--- config.mk ---
export PLATFORM = sky130hd
export DESIGN_NAME = hybrid_rail_adder
export DESIGN_NICKNAME = d
export VERILOG_FILES = /design/src/rtl/hra_pkg.sv /design/src/rtl/hra_cell.sv /design/src/rtl/hra_done.sv /design/src/rtl/hybrid_rail_adder.sv
export SDC_FILE = /design/constraint.sdc
export NUM_CORES = 1
export LEC_CHECK = 0
export ABC_AREA = 0
export CAP_MARGIN = 25
export CORE_MARGIN = 2
export CORE_UTILIZATION = 42
export DETAILED_ROUTE_END_ITERATION = 10
export MAX_ROUTING_LAYER = met4
export PLACE_DENSITY = 0.78
export SYNTH_ARGS = -nofsm -noshare
export SYNTH_HDL_FRONTEND = slang
export SYNTH_SLANG_ARGS = --single-unit
--- constraint.sdc ---
create_clock -name clk -period 1.7 [get_ports clk]
set_input_delay 0.17 -clock clk [delete_from_list [all_inputs] [get_ports clk]]
set_output_delay 0.17 -clock clk [all_outputs]
set_load 0.005 [all_outputs]
--- src/rtl/hra_pkg.sv ---
package hra_pkg;
  // a rail pair holds a legal codeword when exactly one rail is high
  function automatic logic pair_ok(input logic t, input logic f);
    return t ^ f;
  endfunction

  function automatic logic pairs_ok(input logic [1:0] t, input logic [1:0] f);
    return &(t ^ f);
  endfunction
endpackage

--- src/rtl/hra_cell.sv ---
module hra_cell
  import hra_pkg::*;
#(
  parameter int LANES = 2
) (
  input  logic             clk,
  input  logic             rst_n,
  input  logic             req,
  input  logic [LANES-1:0] a_t,
  input  logic [LANES-1:0] a_f,
  input  logic [LANES-1:0] b_t,
  input  logic [LANES-1:0] b_f,
  input  logic             ci_t,
  input  logic             ci_f,
  output logic [LANES-1:0] s,
  output logic             co_t,
  output logic             co_f
);
  localparam int TW = LANES + 1;

  logic [LANES-1:0] s_q, s_d;
  logic             cot_q, cot_d, cof_q, cof_d;
  logic             ops_ok, ci_ok, co_empty, fire, en;
  logic [TW-1:0]    total;

  assign ops_ok   = &(a_t ^ a_f) & &(b_t ^ b_f);
  assign ci_ok    = pair_ok(ci_t, ci_f);
  assign co_empty = !(cot_q | cof_q);
  assign fire     = req & ops_ok & ci_ok & co_empty;
  assign en       = !req | fire;
  assign total    = TW'(a_t) + TW'(b_t) + TW'(ci_t);

  always_comb begin
    s_d   = s_q;
    cot_d = cot_q;
    cof_d = cof_q;
    if (!req) begin
      s_d   = '0;
      cot_d = 1'b0;
      cof_d = 1'b0;
    end else if (fire) begin
      s_d   = total[LANES-1:0];
      cot_d = total[LANES];
      cof_d = !total[LANES];
    end
  end

  always_ff @(posedge clk or negedge rst_n) begin
    if (!rst_n) begin
      s_q   <= '0;
      cot_q <= 1'b0;
      cof_q <= 1'b0;
    end else if (en) begin
      s_q   <= s_d;
      cot_q <= cot_d;
      cof_q <= cof_d;
    end
  end

  // request gates every output so the empty state shows in the same cycle
  assign s    = s_q & {LANES{req}};
  assign co_t = cot_q & req;
  assign co_f = cof_q & req;


  req_low_clears_chk: assert property (@(posedge clk) disable iff (!rst_n)
    !req |=> (!cot_q && !cof_q && s_q == '0));


  carry_hold_chk: assert property (@(posedge clk) disable iff (!rst_n)
    (req && !co_empty) |=> (!req || $stable({cot_q, cof_q, s_q})));


  sum_empty_chk: assert property (@(posedge clk) disable iff (!rst_n)
    co_empty |-> (s_q == '0));


  carry_onehot_chk: assert property (@(posedge clk) disable iff (!rst_n)
    !(cot_q && cof_q));


  carry_order_chk: assert property (@(posedge clk) disable iff (!rst_n)
    (req && !co_empty) |-> (ci_ok && ops_ok));
endmodule

--- src/rtl/hra_done.sv ---
module hra_done
  import hra_pkg::*;
(
  input  logic clk,
  input  logic rst_n,
  input  logic req,
  input  logic last_t,
  input  logic last_f,
  output logic done
);
  assign done = pair_ok(last_t, last_f);


  done_needs_req_chk: assert property (@(posedge clk) disable iff (!rst_n)
    done |-> req);
endmodule

--- src/rtl/hybrid_rail_adder.sv ---
module hybrid_rail_adder
  import hra_pkg::*;
#(
  parameter int WIDTH = 32,
  parameter int LANES = 2
) (
  input  logic             clk,
  input  logic             rst_n,
  input  logic             req,
  input  logic [WIDTH-1:0] a_t,
  input  logic [WIDTH-1:0] a_f,
  input  logic [WIDTH-1:0] b_t,
  input  logic [WIDTH-1:0] b_f,
  input  logic             cin_t,
  input  logic             cin_f,
  output logic [WIDTH-1:0] sum,
  output logic             cout_t,
  output logic             cout_f,
  output logic             done
);
  localparam int NCELL = WIDTH / LANES;

  logic [NCELL:0]   ct, cf;
  logic [NCELL-1:0] cell_ok;

  assign ct[0] = cin_t;
  assign cf[0] = cin_f;

  for (genvar k = 0; k < NCELL; k++) begin : g_cell
    hra_cell #(.LANES(LANES)) u_cell (
      .clk  (clk),
      .rst_n(rst_n),
      .req  (req),
      .a_t  (a_t[k*LANES +: LANES]),
      .a_f  (a_f[k*LANES +: LANES]),
      .b_t  (b_t[k*LANES +: LANES]),
      .b_f  (b_f[k*LANES +: LANES]),
      .ci_t (ct[k]),
      .ci_f (cf[k]),
      .s    (sum[k*LANES +: LANES]),
      .co_t (ct[k+1]),
      .co_f (cf[k+1])
    );
    assign cell_ok[k] = pair_ok(ct[k+1], cf[k+1]);
  end

  assign cout_t = ct[NCELL];
  assign cout_f = cf[NCELL];

  hra_done u_done (
    .clk   (clk),
    .rst_n (rst_n),
    .req   (req),
    .last_t(ct[NCELL]),
    .last_f(cf[NCELL]),
    .done  (done)
  );


  done_after_chain_chk: assert property (@(posedge clk) disable iff (!rst_n)
    done |-> (&cell_ok));


  reset_empty_chk: assert property (@(posedge clk)
    !rst_n |-> (!done && sum == '0));
endmodule

### Yosys cells after proc, flatten, opt, wreduce, memory -nomap -nowiden

Index checks and enable logic that the tools add are counted.

* bits of input ports: 133
* register bits: 64

* bitwise operators: 193
* equal/unequal tests: 16
* reductions and logical operators: 81
* $add $sub $neg: 32
* mux-type cells: 96

Operators by type and width (count)
* $and A1 B1 Y1: 96
* $reduce_and A2 Y1: 48
* $mux W1: 64
* $mux W2: 32
* $xor A2 B2 Y2: 32
* $add A2 B2 Y3: 16
* $add A3 B1 Y3: 16
* $logic_not A1 Y1: 33
* $and A2 B2 Y2: 16
* $ne A2 B1 Y1 const B: 16
* $or A1 B1 Y1: 32
* $xor A1 B1 Y1: 17

### Longest topological paths before layout

* depth after elaboration: 8
* mapped depth: 8
* depth with buffers taken out: 5

### Hierarchy

Synthesis repeated with hierarchy kept, for this count alone.

* cell total of the unflattened synthesis: 465
* area total of the unflattened synthesis: 4793.3 um^2

By module, submodules not included
* hra_cell: sequential area each 100.1 um^2, cells an instance 29, instances 16, area each 299.0 um^2
* hra_done: sequential area each 0.0 um^2, cells an instance 1, instances 1, area each 8.8 um^2

### Worst setup path before layout

Ideal clock, no wire load.

* path type: input -> register
* start point: input req
* end point: register g_cell[13].u_cell.s_q[1]
* data arrival time: 1.972 ns
* required time: 1.575 ns
* path buffers: 3
* path slack: -0.396 ns
* cell stages on the path: 8
* path through: clkbuf_1 -> buf_2 -> buf_2 -> nand2_1 -> fa_1 -> fa_1 -> nor2b_1 -> mux2_2

* word-level cells in the longest chain between the ends: 6
* elaborated cells on any way between the ends: 13

RTL lines
* start, declared: RTL line hybrid_rail_adder.sv:9 `input logic req,`
* $and A1 B1 Y1, on equally long branches: RTL line hra_cell.sv:62, hra_cell.sv:63
* $xor A1 B1 Y1: RTL line hra_pkg.sv:4 `return t ^ f;`
* $and A1 B1 Y1 (2 in a row): RTL line hra_cell.sv:29 `assign fire = req & ops_ok & ci_ok & co_empty;`
* $ne A2 B1 Y1 (no line) or $or A1 B1 Y1 (tied branches)
* $reduce_and A2 Y1 (no line)
* end signal, assigned: RTL line hra_cell.sv:50 `s_q <= '0;`
* end signal, assigned: RTL line hra_cell.sv:54 `s_q <= s_d;`
* end, declared: RTL line hra_cell.sv:21 `logic [LANES-1:0] s_q, s_d;`

Parallel ways exist; a longest one is shown, timed or not. The select of a mux whose other input is x is not followed.
A chain may end at the register's enable or synchronous reset.

### Worst setup path in the final report

* start point: register g_cell[6].u_cell.cot_q
* end point: register g_cell[7].u_cell.s_q[1]

* word-level cells in the longest chain between the ends: 6
* elaborated cells on any way between the ends: 10

RTL lines
* start, declared: RTL line hra_cell.sv:22 `logic cot_q, cot_d, cof_q, cof_d;`
* start signal, assigned: RTL line hra_cell.sv:55 `cot_q <= cot_d;`
* $and A1 B1 Y1 (*): RTL line hra_cell.sv:62 `assign co_t = cot_q & req;`
* $xor A1 B1 Y1: RTL line hra_pkg.sv:4
* $and A1 B1 Y1 (2 in a row): RTL line hra_cell.sv:29
* $ne A2 B1 Y1 (no line) or $or A1 B1 Y1 (tied branches)
* $reduce_and A2 Y1 (no line)
* end signal, assigned: RTL line hra_cell.sv:50
* end signal, assigned: RTL line hra_cell.sv:54
* end, declared: RTL line hra_cell.sv:21

Mark *: on every way between the ends. The rest lies on a longest branch, timed or not. The select of a mux whose other input is x is not followed.

==> key figures <==
STA
  • Minimum clock period: approximately 1.7 ns
  • Worst Clk Skew: 0.006033 ns
  • Setup slack after layout: -0.01730 ns
  • Final Hold Vio Count: 0
  • Slew @ Worst Pin: 0.3845 ns
  • Relative slew slack: 0.7419
  • Fin crit share: 1.010
  • Sum Neg Setup Slack: -0.04567 ns
  • Final setup viols: 6
  • RSZ-0062 raised after global routing: yes
  • Final-report max-slew violation count: 0
  • Fmax: 582.3 MHz
  • Hold Slack: approximately 0.28 ns

Power and ir drop
  • Reg power frac: 0.376
  • Sw frac: 0.2554
  • Peak supply drop: 0.3560 mV
  • Psw: around 0.0010 W
  • LEAKAGE: ~3.5 nW
  • Power density cells: 529.6 nW/um2
  • Combinational share of power: 0.222
  • Clk pwr share: 0.402
  • Internal power: 0.003023 W

Route
  • Iteration-0 DRC Markers: 110
  • 1st-pass router iterations: 4
  • Remaining DRCs: 0
  • Total number of vias: 4263
  • Per-cell routed wire length: 13.91 um
  • Vias per cell: 4.828
  • Final WL: 12280 um
  • ANT nets after route: 0

Clocking
  • Register clock-pin slew on the reported worst setup and hold paths: 0.06 ns
  • Worst-case clock buffer depth: 2
  • Worst skew pair latency: 0.32 ns
  • Root Buffer: clkbuf_16
  • Clock Sinks: 64
  • H-Tree Depth: 3
  • CTS tree: done
  • CTS buffer count: 9

Worst setup path
  • Reg2Reg Depth: 6
  • Arrival @ worst endpoint: 1.92 ns
  • CP Class: reg -> reg
  • Crit. End Element: register
  • Required time of the critical path: 1.90 ns
  • Critical-path maximum fanout: 2
  • Setup crit start kind: register
  • Reg2Reg Setup Slack: -0.02 ns

Global routing
  • Vias in the first global route: 4574
  • Most used routing layer: met2
  • Largest net degree at the start of global routing: 65
  • First-pass GRT wire length: 20300 um
  • Met1 Use GR: 0.2273
  • Initial antenna violation count: 0
  • Total GRT Usage: 0.2056
  • Global Route met3 Usage: 0.03445
  • GR Util met2: 0.3804
  • Total grt overflow: 0

Logic synthesis
  • Seq/Total Area, Yosys: 0.3352
  • Compound-Gate Fraction of Synth Area: 0.03928
  • Synth Warn #: 0
  • Syn Inst Count: 497
  • Library cells used by synthesis: 26
  • Post-synthesis xor/xnor area fraction: 0.1448
  • Largest family of logic cells by synthesized area: simple AND/OR/NAND/NOR gates
  • Synth Area per Inst: between 9 and 10 um2
  • Post-Syn Nets: 662
  • Synth Area in Simple Gates: 0.2121
  • Adder-Cell Fraction of Synth Area: 0.1341
  • #FFs+latches synth: 64
  • Post-synthesis mux area share: 0.07122
  • Mapped Area: about 4800 um2

Die
  • Core Rows: 38
  • Initial Util: 0.4351
  • Core ar.: ~11000 um2
  • Die area: between 10000 and 15000 um2
  • Die Ht: 110.7 um
  • Io pins: 168
  • Die Wd: 110.7 um

Outcome
  • Status: complete, but fails checks
  • Failing checks: setup timing

Placement
  • Port Buf Inserts: 167
  • Post-DP HPWL: 9845 um
  • Inst Count DP: 858
  • Gpl congestion: 0.8873
  • Post-place setup slack: -0.3533 ns

Finish
  • Final core area utilization: 0.6981
  • # fillers: 828
  • Fin cells: between 800 and 900
  • Ant diodes: 0
  • Layout cells sized above 1: 0.2315
  • Layout Nets: 904
  • Area grow syn2layout: 60.46%

Flow run
  • Max Cap Violations: 0

Worst hold path
  • Worst hold path type: in -> reg
  • WHS Path Cells: 4
[repair_timing]
item,in CTS,in global routing
resized for setup,15,39
hold buffers,1,0
pin swaps,0,15
gates cloned,0,0
setup endpoints to repair,9,25
hold endpoints to repair,64,0
setup buffers,3,7
[area by class of cell]
cell class,count,area [um2],share of cell area
Clock buffer,9,225.2,0.02937
Clock inverter,6,37.54,0.004896
Timing Repair Buffer,245,2305,0.3006
Sequential cell,64,1604,0.2092
Inverter,65,244.0,0.03182
Multi-Input combinational cell,354,3077,0.4013
Tap cell,140,175.2,0.02285
[metrics by stage]
| step | total power, W | cell area [um2] |
|---|---|---|
| global placement | 0.002418 | 7144 |
| global route | 0.004259 | 7667 |
| floorplan | 0.001917 | 4851 |
| detailed placement | 0.002452 | 7144 |
| CTS | 0.004087 | 7477 |
| finish | 0.004060 | 7667 |
[layer usage]
metal,vias to the layer above,share of wire
met4,0,0.018
met5,-,0
met3,27,0.044
met1,2036,0.39
met2,131,0.55
li1,2069,-
[critical path, cell delays in order, from the launching register on]
cell and delay [ns]:
dfrtp_1 0.40, buf_6 0.13, xor2_2 0.12, nand4_1 0.14, nor4_1 0.32, buf_4 0.19
mux2_4 0.30
[synth_stat cells]
| library cell | number | area (um2) |
|---|---|---|
| and4_1 | 2 | 17.52 |
| mux2i_1 | 1 | 10.01 |
| nor2_1 | 2 | 7.510 |
| nor4_1 | 12 | 75.07 |
| dfrtp_1 | 64 | 1602 |
| fa_1 | 32 | 640.6 |
| mux2_4 | 1 | 15.01 |
| clkbuf_1 | 9 | 33.78 |
| nand3_1 | 3 | 15.01 |
| xor2_1 | 61 | 534.3 |
| mux2_2 | 28 | 315.3 |
| or4_1 | 10 | 75.07 |
| nand4_1 | 14 | 87.58 |
| and2_1 | 34 | 212.7 |
| or2_1 | 2 | 12.51 |
| nor2b_1 | 29 | 181.4 |
| xnor2_1 | 18 | 157.7 |
| nand2_1 | 49 | 183.9 |
| a31o_2 | 2 | 17.52 |
| nor4_4 | 1 | 21.27 |
| nand2b_1 | 17 | 106.4 |
| inv_1 | 65 | 244.0 |
| buf_2 | 5 | 25.02 |
| o21ai_0 | 34 | 170.2 |
| or2_2 | 1 | 6.260 |
| or4_4 | 1 | 11.26 |
[registers in the layout, indices dropped and copies added (netlist names)]
register,cells
g_cell.u_cell.s_q,32
g_cell.u_cell.cof_q,16
g_cell.u_cell.cot_q,16
[cell families (layout without fill, tap and decap cells)]
kind of cell | Yosys count | after routing
DFF | 64 | 64
xor gates and xnor gates | 79 | 79
and+or+nand+nor | 177 | 177
muxes | 30 | 30
AOI/OAI and AO/OA | 36 | 36
adders and majority gates | 32 | 32
buffers and inverters | 79 | 325
[worst paths after layout]
kind | start | to
worst max-delay path | g_cell[6].u_cell.cot_q | g_cell[7].u_cell.s_q[1]
worst min-delay path | req | g_cell[11].u_cell.cof_q
worst max register to register | g_cell[6].u_cell.cot_q | g_cell[7].u_cell.s_q[1]
worst min register to register | g_cell[4].u_cell.cof_q | g_cell[4].u_cell.cof_q
max in group asynchronous | rst_n | g_cell[6].u_cell.cof_q
min in group asynchronous | rst_n | g_cell[14].u_cell.s_q[0]
[power groups by stage]
stage                     clock, W  combinational, W  sequential (W)
after global routing       0.00174          0.000995         0.00153
after CTS                  0.00166          0.000904         0.00153
final                      0.00163          0.000901         0.00153
after detailed placement         0          0.000898         0.00155
after global placement           0          0.000863         0.00155
after floorplan                  0          0.000362         0.00156
[cell usage in the layout (no fill, tap or decap), types with 4 or more instances in the layout]
| cell | synthesis | layout |
|---|---|---|
| xnor2_1 | 18 | 17 |
| nor4_2 | 0 | 4 |
| buf_4 | 0 | 73 |
| fa_2 | 0 | 15 |
| dlygate4sd2_1 | 0 | 4 |
| xor2_1 | 61 | 57 |
| clkdlybuf4s50_1 | 0 | 156 |
| fa_1 | 32 | 17 |
| or4_1 | 10 | 9 |
| nand2_2 | 0 | 14 |
| mux2_4 | 1 | 8 |
| o21ai_1 | 0 | 4 |
| and2_1 | 34 | 34 |
| nand2b_1 | 17 | 17 |
| o21ai_0 | 34 | 30 |
| mux2_2 | 28 | 21 |
| nand2_1 | 49 | 35 |
| nor4_1 | 12 | 7 |
| clkbuf_16 | 0 | 9 |
| dlymetal6s2s_1 | 0 | 5 |
| dfrtp_1 | 64 | 62 |
| nor2b_1 | 29 | 29 |
| inv_1 | 65 | 63 |
| nand4_1 | 14 | 14 |
No activity file was read; power rests on OpenSTA's default activity.
